`src/rtl/cwp_pkg.sv`:
```
package cwp_pkg;

    localparam int BYTE_W = 8;

    typedef enum logic [1:0] {
        POL_LOCK  = 2'd0,
        POL_OPEN  = 2'd1,
        POL_KEYED = 2'd2
    } wr_policy_e;

    typedef struct packed {
        logic              wr;
        logic              rd;
        logic              hi;
        logic [BYTE_W-1:0] data;
    } bus_req_t;

    localparam logic [7:0] KEY_A_IDX = 8'hE7;
    localparam logic [7:0] KEY_A_VAL = 8'hFE;
    localparam logic [7:0] KEY_B_IDX = 8'hE8;
    localparam logic [7:0] KEY_B_VAL = 8'hBE;
    localparam logic [7:0] FLOAT_VAL = 8'hFF;

    function automatic wr_policy_e policy_of(input logic [7:0] idx);
        wr_policy_e p;
        p = POL_OPEN;
        if (idx <= 8'hDF)                       p = POL_LOCK;
        else if (idx == 8'hE4 || idx == 8'hE5)  p = POL_LOCK;
        else if (idx >= 8'hE9 && idx <= 8'hED)  p = POL_LOCK;
        else if (idx == 8'hF3 || idx == 8'hF5 || idx == 8'hF7) p = POL_LOCK;
        else if (idx >= 8'hF9 && idx <= 8'hFB)  p = POL_LOCK;
        else if (idx >= 8'hFD)                  p = POL_LOCK;
        else if (idx == KEY_A_IDX || idx == KEY_B_IDX) p = POL_KEYED;
        return p;
    endfunction

    function automatic logic [7:0] key_of(input logic [7:0] idx);
        return (idx == KEY_A_IDX) ? KEY_A_VAL : KEY_B_VAL;
    endfunction

    function automatic logic [7:0] reset_value(input logic [7:0] idx);
        logic [7:0] v;
        case (idx)
            8'hE0:   v = 8'h3C;
            8'hE2:   v = 8'h03;
            8'hE3:   v = 8'hFC;
            8'hE6:   v = 8'hDE;
            8'hE7:   v = KEY_A_VAL;
            8'hE8:   v = KEY_B_VAL;
            default: v = 8'h00;
        endcase
        return v;
    endfunction

endpackage

```
`src/rtl/cwp_index_reg.sv`:
```
module cwp_index_reg
    import cwp_pkg::*;
#(
    parameter int IDX_W = 8
) (
    input  logic             clk,
    input  logic             rst,
    input  logic             load,
    input  logic [IDX_W-1:0] load_val,
    output logic [IDX_W-1:0] idx
);

    always_ff @(posedge clk) begin
        if (rst)       idx <= '0;
        else if (load) idx <= load_val;
    end

    AST_IDX_HOLD: assert property (@(posedge clk) disable iff (rst)
        !load |=> $stable(idx));

endmodule

```
`src/rtl/cwp_write_gate.sv`:
```
module cwp_write_gate
    import cwp_pkg::*;
#(
    parameter int IDX_W = 8
) (
    input  logic              req,
    input  logic [IDX_W-1:0]  idx,
    input  logic [BYTE_W-1:0] data,
    output logic              commit
);

    logic [7:0] idx8;
    wr_policy_e pol;

    always_comb begin
        idx8 = 8'(idx);
        pol  = policy_of(idx8);
        case (pol)
            POL_OPEN:  commit = req;
            POL_KEYED: commit = req && (data == key_of(idx8));
            default:   commit = 1'b0;
        endcase
    end

endmodule

```
`src/rtl/cwp_reg_file.sv`:
```
module cwp_reg_file
    import cwp_pkg::*;
#(
    parameter int IDX_W = 8
) (
    input  logic              clk,
    input  logic              rst,
    input  logic              commit,
    input  logic [IDX_W-1:0]  wr_idx,
    input  logic [BYTE_W-1:0] wr_data,
    input  logic [IDX_W-1:0]  rd_idx,
    output logic [BYTE_W-1:0] rd_val
);

    localparam int DEPTH = 1 << IDX_W;

    logic [BYTE_W-1:0] mem [DEPTH];
    logic [DEPTH-1:0]  we_vec;

    for (genvar i = 0; i < DEPTH; i++) begin : g_ent
        assign we_vec[i] = commit && (wr_idx == IDX_W'(i));
        always_ff @(posedge clk) begin
            if (rst)            mem[i] <= reset_value(8'(i));
            else if (we_vec[i]) mem[i] <= wr_data;
        end
    end

    assign rd_val = mem[rd_idx];

    AST_ONE_ENTRY: assert property (@(posedge clk) disable iff (rst)
        $onehot0(we_vec));
    AST_KEY_A_ONLY: assert property (@(posedge clk) disable iff (rst)
        (commit && 8'(wr_idx) == KEY_A_IDX) |-> (wr_data == KEY_A_VAL));
    AST_KEY_B_ONLY: assert property (@(posedge clk) disable iff (rst)
        (commit && 8'(wr_idx) == KEY_B_IDX) |-> (wr_data == KEY_B_VAL));
    AST_LOCK_LOW: assert property (@(posedge clk) disable iff (rst)
        commit |-> (8'(wr_idx) > 8'hDF));

endmodule

```
`src/rtl/cfg_window_port.sv`:
```
module cfg_window_port
    import cwp_pkg::*;
#(
    parameter int IDX_W = 8
) (
    input  logic        clk,
    input  logic        rst,
    input  logic        win_en,
    input  logic        bus_addr,
    input  logic        bus_wr,
    input  logic        bus_rd,
    input  logic [7:0]  bus_wdata,
    output logic [7:0]  bus_rdata
);

    bus_req_t          req;
    logic [IDX_W-1:0]  cur_idx;
    logic              idx_load;
    logic              data_req;
    logic              commit;
    logic [BYTE_W-1:0] entry_val;
    logic [BYTE_W-1:0] rdata_q;

    always_comb begin
        req.wr   = bus_wr && win_en;
        req.rd   = bus_rd;
        req.hi   = bus_addr;
        req.data = bus_wdata;
        idx_load = req.wr && !req.hi;
        data_req = req.wr && req.hi;
    end

    cwp_index_reg #(.IDX_W(IDX_W)) u_idx (
        .clk      (clk),
        .rst      (rst),
        .load     (idx_load),
        .load_val (IDX_W'(req.data)),
        .idx      (cur_idx)
    );

    cwp_write_gate #(.IDX_W(IDX_W)) u_gate (
        .req    (data_req),
        .idx    (cur_idx),
        .data   (req.data),
        .commit (commit)
    );

    cwp_reg_file #(.IDX_W(IDX_W)) u_file (
        .clk     (clk),
        .rst     (rst),
        .commit  (commit),
        .wr_idx  (cur_idx),
        .wr_data (req.data),
        .rd_idx  (cur_idx),
        .rd_val  (entry_val)
    );

    always_ff @(posedge clk) begin
        if (rst)         rdata_q <= FLOAT_VAL;
        else if (req.rd) rdata_q <= win_en ? entry_val : FLOAT_VAL;
    end

    assign bus_rdata = rdata_q;

    AST_FLOAT_READ: assert property (@(posedge clk) disable iff (rst)
        (bus_rd && !win_en) |=> (bus_rdata == FLOAT_VAL));
    AST_RDATA_HOLD: assert property (@(posedge clk) disable iff (rst)
        !bus_rd |=> $stable(bus_rdata));
    AST_IDX_LOAD: assert property (@(posedge clk) disable iff (rst)
        (win_en && bus_wr && !bus_addr) |=> (cur_idx == IDX_W'($past(bus_wdata))));
    AST_NO_WR_DISABLED: assert property (@(posedge clk) disable iff (rst)
        !win_en |-> !commit);
    AST_IDX_NOT_DATA: assert property (@(posedge clk) disable iff (rst)
        (win_en && bus_wr && bus_addr) |=> $stable(cur_idx));

endmodule

```
`config.mk`:
```
export PLATFORM = sky130hd
export DESIGN_NAME = cfg_window_port
export DESIGN_NICKNAME = d
export VERILOG_FILES = /design/src/rtl/cwp_pkg.sv /design/src/rtl/cwp_index_reg.sv /design/src/rtl/cwp_write_gate.sv /design/src/rtl/cwp_reg_file.sv /design/src/rtl/cfg_window_port.sv
export SDC_FILE = /design/constraint.sdc
export NUM_CORES = 2
export LEC_CHECK = 0
export BUFFER_PORTS_ARGS = -buffer_cell sky130_fd_sc_hd__buf_2
export CAP_MARGIN = 20
export CELL_PAD_IN_SITES_DETAIL_PLACEMENT = 0
export CELL_PAD_IN_SITES_GLOBAL_PLACEMENT = 1
export CORE_AREA = 5 5 500 502
export DETAILED_ROUTE_END_ITERATION = 8
export DIE_AREA = 0 0 505 507
export PLACE_DENSITY_LB_ADDON = 0.1
export SETUP_SLACK_MARGIN = 0.02
export SYNTH_ARGS = -nofsm -noshare
export SYNTH_HDL_FRONTEND = slang
export SYNTH_HIERARCHICAL = 1
export SYNTH_SLANG_ARGS = --single-unit
```
`constraint.sdc`:
```
create_clock -name clk -period 7.7 [get_ports clk]
set_clock_uncertainty 0.2 [all_clocks]
set_input_delay 1.155 -clock clk [delete_from_list [all_inputs] [get_ports clk]]
set_output_delay 1.155 -clock clk [all_outputs]
set_load 0.1 [all_outputs]
```
-- Yosys cells after proc, flatten, opt, wreduce, memory -nomap -nowiden
Memory sizes are Yosys's and may differ from the RTL's. A register that Yosys moved wholly into a read port is not among the register bits.
Index checks and enable logic that the tools add are counted.
- flip-flop bits (word level): 16
- memory bits (writable): 2048
- bits of input ports: 14
- output and inout bits: 8
- logic and storage cells: 1829
- memories kept: 1
- order comparisons: 6
- equal/unequal tests: 258
- mux-type cells: 1038
- bitwise logic cells: 256
- reduce and logical (&&, ||, !) cells: 268
- memory list (memory ; depth ; width ; rd ports ; clocked after Yosys merged registers in ; wr ports ; line ; text):
    u_file.mem ; 256 ; 8 ; 1 ; 1 ; 256 ; cwp_reg_file.sv:17 ; logic [BYTE_W-1:0] mem [DEPTH];
- operators with widths (kind ; number):
    $mux W8 ; 259
    $eq A8 B8 Y1 const B ; 128
    $mux W1 ; 770
    $eq A8 B7 Y1 const B ; 64
    $logic_and A1 B1 Y1 ; 262
    $eq A8 B6 Y1 const B ; 32
    $or A1 B1 Y1 ; 256
    $eq A8 B5 Y1 const B ; 16
    $eq A8 B4 Y1 const B ; 8
    $eq A8 B3 Y1 const B ; 4
    $ge A8 B8 Y1 const B ; 3
    $le A8 B8 Y1 const B ; 3
    $eq A8 B2 Y1 const B ; 2
    $mux W2 ; 7
    $eq A8 B1 Y1 const B ; 1
    $eq A8 B8 Y1 ; 1
    $logic_not A8 Y1 ; 1
    $mux W7 ; 1
    $logic_or A1 B1 Y1 ; 4
    $eq A2 B1 Y1 const B ; 1
    $eq A2 B2 Y1 const B ; 1
    $pmux W1 S2 ; 1
    $logic_not A1 Y1 ; 1

-- Logic depth before layout (Yosys ltp)
- word-level depth: 16
- depth in mapped cells: 16
- depth with buffers taken out: 12

-- Modules after synthesis
The synthesis kept the hierarchy.
- modules (own cells, without submodules) (module ; instances ; cells each ; area an instance (um^2) ; sequential area each (um^2)):
    cwp_reg_file ; 1 ; 6580 ; 96562.6 ; 61499.0
    cfg_window_port ; 1 ; 39 ; 356.6 ; 160.2
    cwp_index_reg ; 1 ; 26 ; 285.3 ; 160.2
    cwp_write_gate ; 1 ; 23 ; 166.4 ; 0.0

-- Worst setup path before layout
OpenSTA, ideal clock, no wires.
- path type: register to register
- start: register u_idx.idx[3]
- end: memory u_file.mem[112][0] (enable)
- setup time: 0.375 ns
- arrival: 3.851 ns
- required time: 7.125 ns
- slack: 3.274 ns
- cell stages (with the launch flop): 12
- path buffers: 3
- clock period less this slack: 4.426 ns
- path through: dfxtp_1 > inv_1 > or4_1 > a211o_1 > ha_1 > or4b_2 > o21ai_0 > clkbuf_1 > buf_1 > nand2_1 > clkbuf_1 > o21bai_1
- RTL lines (what ; line ; text):
    from (decl) ; cwp_index_reg.sv:10 ; output logic [IDX_W-1:0] idx
    from (signal assigned) ; cwp_index_reg.sv:15 ; else if (load) idx <= load_val;
    to (decl) ; cwp_reg_file.sv:17 ;

==> run summary <==
LOGIC SYNTHESIS
----------------------------------------------------------------------------
Synth Flop Type                                                     edfxtp_1
Warnings from Yosys                                                        6
Count of cell types in the netlist                                        71
Count of flip-flops with a built-in enable after synthesis              2048
Syn Inst Count                                                          6668
Area of the mapped netlist                                       97400 sq um
Syn avg cell area                                                 14.6 sq um
Sequential element share of the synthesized area                       63.5%
Ys async rst share                                                        0%
Number of storage elements in the synthesis netlist                     2064
Post-Synthesis Net Count                                                6684

CLOCK NETWORK
----------------------------------------------------------------------------
Number of buffers inserted by hold repair at cts                           0
CTS tree                                                               built
Number of gates resized after CTS                                          0
Clock net sink count                                                    2064
Clock slew at reported path FFs                                      0.06 ns
CTS Buf Count                                                            229
Number of buffers on the longest clock path                                3
Latest clock arrival within the worst-skew pair                      0.87 ns
Number of levels the H-tree was split into                                 4
Clock root buffer                                                  clkbuf_16
Number of buffers added for setup after CTS                                0

STA
----------------------------------------------------------------------------
Accumulated negative setup slack                                        0 ns
Post-route setup slack                                               1.66 ns
Remaining max-slew budget at the tightest pin                          21.0%
Transition at the pin with the smallest max-transition slack         1.15 ns
Number of failing setup endpoints in the final timing report               0
Final max-slew violation count                                             0
Maximum frequency from static timing analysis                        165 MHz
Min Clock Period, post-route                                         6.04 ns
Setup repair after global routing missed its margin                       no
Total count of hold-check failures in the final report                     0
Share of the cycle needed by the critical path after routing           78.5%

ROUTE
----------------------------------------------------------------------------
Length of the first detailed-routing pass in iterations                    7
Post-Route WL                                                         322 mm
Via density                                                             6.07
Avg WL per Cell                                                      33.4 um
DRC violation count after routing                                          0
Remaining antenna violation count after routing                            0
First DRT Iteration DRCs                                                6887
Total number of vias                                                   58600

POWER AND IR DROP
----------------------------------------------------------------------------
Relative contribution of sequential cells to total power               51.5%
Switching power                                                      5.75 mW
Internal power                                                       19.2 mW
Combinational fraction of design power                                  5.7%
Peak supply drop                                                  0.000191 V
Overall power of the completed layout                                24.9 mW
Total power divided by cell area                                 233 nW/um^2
Leakage power                                                        41.9 nW
Clk pwr share                                                          42.8%
Switch share                                                           23.1%

LAYOUT
----------------------------------------------------------------------------
Number of nets in the layout                                            6240
Area overhead of the layout relative to synthesis                      9.72%
Most common library cell in the layout ignoring fill and taps       edfxtp_1
Commonest cells after routing, fill and taps aside              2048 x edfxtp_1, 1777 x and3_1, 453 x mux4_2
Share of post-route cells with drive strength above 1                  16.6%

GLOBAL ROUTE
----------------------------------------------------------------------------
Maximum number of pins on one net before global-route repair             149
First-pass GRT wire length                                            456 mm
Remaining Overflow, GRT                                                    0
Total global routing track utilization                                 24.5%
Initial antenna violation count                                           24
Number of global-route vias before repair                              58400

WORST SETUP PATH
----------------------------------------------------------------------------
CP Capture Type                                                         flop
Startpoint Class                                                        flop
Maximum fanout count along the critical path                              20
R2r setup slk                                                        1.66 ns
Type of the worst setup path                                      reg -> reg
Worst EP arrival                                                     6.56 ns
CP Data Required Time                                                8.22 ns

PLACED DESIGN
----------------------------------------------------------------------------
Post-detailed-placement half-perimeter wirelength                     193 mm
Count of input and output buffers                                         21
Final weighted congestion in routability-driven placement              0.822
Minimum setup slack after placement                                  1.49 ns

FLOORPLANNING
----------------------------------------------------------------------------
Count of boundary I/O pins                                                22
Floorplan die height                                                  507 um
Die Span X                                                            505 um
Floorplan die area                                              256000 sq um
Std cell rows                                                            182
Initial core utilization                                               39.8%
Core footprint                                                  245000 sq um

STATUS
----------------------------------------------------------------------------
Result of the run                                               finished clean

WORST HOLD PATH
----------------------------------------------------------------------------
Class of the tightest hold or removal check                       reg -> reg

RUN
----------------------------------------------------------------------------
Max-cap violations                                                         0

worst max-delay path: stages, from the launching register on:
cell and delay [ns]:
dfxtp_4 0.52, inv_1 0.13, or4_1 0.49, a211o_1 0.34, inv_1 0.08, ha_1 0.16, nand4_1 0.10, or4b_2 0.66
o21ai_2 0.82, buf_4 0.35, and3_1 0.56, nand2b_1 0.60, nor2_1 0.64, and2_1 0.21
registers in the layout (all words and copies together), names as in the netlist:
name,flops
u_file/mem,2048
u_idx/idx,8
bus_rdata,8
power groups by stage:
stage	registers [mW]	clock network [mW]	logic [mW]
final	12.8	10.7	1.41
after global routing	12.8	11.3	1.48
after CTS	12.8	10.9	1.43
after detailed placement	13.1	0	1.43
after global placement	13.1	0	1.41
after floorplan	13.0	0	0.847
kinds of logic (layout without fill, tap and decap cells):
kind of cell | count (synthesis) | after routing | synth area share (%)
AO/OA/AOI/OAI | 591 | 591 | 4.40
multiplexers | 660 | 660 | 12.7
AND/OR/NAND/NOR | 2458 | 2458 | 15.1
adder cells (fa/ha/maj) | 2 | 2 | 0.0257
XOR/XNOR | 1 | 1 | 0.00900
other | 0 | 15 | 0
flip-flops | 2064 | 2064 | 63.5
buffers and inverters | 892 | 639 | 4.25
Yosys cell counts (33+ instances only):
cell / instances / area share, %
a21oi_1: 72 / 0.37
nor2_1: 128 / 0.49
a22oi_1: 49 / 0.38
nor3_1: 41 / 0.21
nand2_1: 119 / 0.46
and2_1: 260 / 1.7
clkbuf_1: 723 / 2.8
edfxtp_1: 2048 / 63
and3_1: 1777 / 11
o221ai_1: 55 / 0.49
mux2i_1: 195 / 2.0
buf_2: 62 / 0.32
o22ai_1: 38 / 0.24
nand3_1: 35 / 0.18
o21bai_1: 224 / 1.7
mux4_2: 453 / 10
a21o_1: 33 / 0.25
final timing paths:
check / cells after the start / end / startpoint
max: 13 / u_file/mem[139][0] / u_idx/idx[3]
min: 2 / bus_rdata[7] / bus_rdata[7]
min reg2reg: 2 / bus_rdata[7] / bus_rdata[7]
max reg2reg: 13 / u_file/mem[139][0] / u_idx/idx[3]
layer usage:
| layer | routed length, um | part of all wire (%) | global-route usage, % |
|---|---|---|---|
| met1 | 142000 | 44 | 35.4 |
| met2 | 151000 | 47 | 39.1 |
| met3 | 19600 | 6.1 | 3.43 |
| met4 | 9530 | 3.0 | 6.82 |
| met5 | 0 | 0 | 0 |
stage by stage:
stage	cells	hold slack, ns	utilization (%)	area (sq um)
finish	9650	0.296	43.6	107000
global route	9636	0.312	43.6	107000
CTS	9632	0.298	43.6	107000
detailed placement	9210	0.285	40.7	99500
global placement	9194	0.282	40.6	99300
floorplan	6668	0.317	-	97400
final cells by class:
| class | instances | area [sq um] |
|---|---|---|
| Fill cell | 21400 | 138000 |
| Sequential cell | 2064 | 61800 |
| Timing Repair Buffer | 212 | 2000 |
| Multi-Input combinational cell | 3712 | 31700 |
| Inverter | 5 | 21.3 |
| Antenna cell | 15 | 37.5 |
| Clock buffer | 295 | 6030 |
| Clock inverter | 127 | 1150 |
| Tap cell | 3220 | 4030 |
Note: power is estimated with default switching activity, not from simulation.
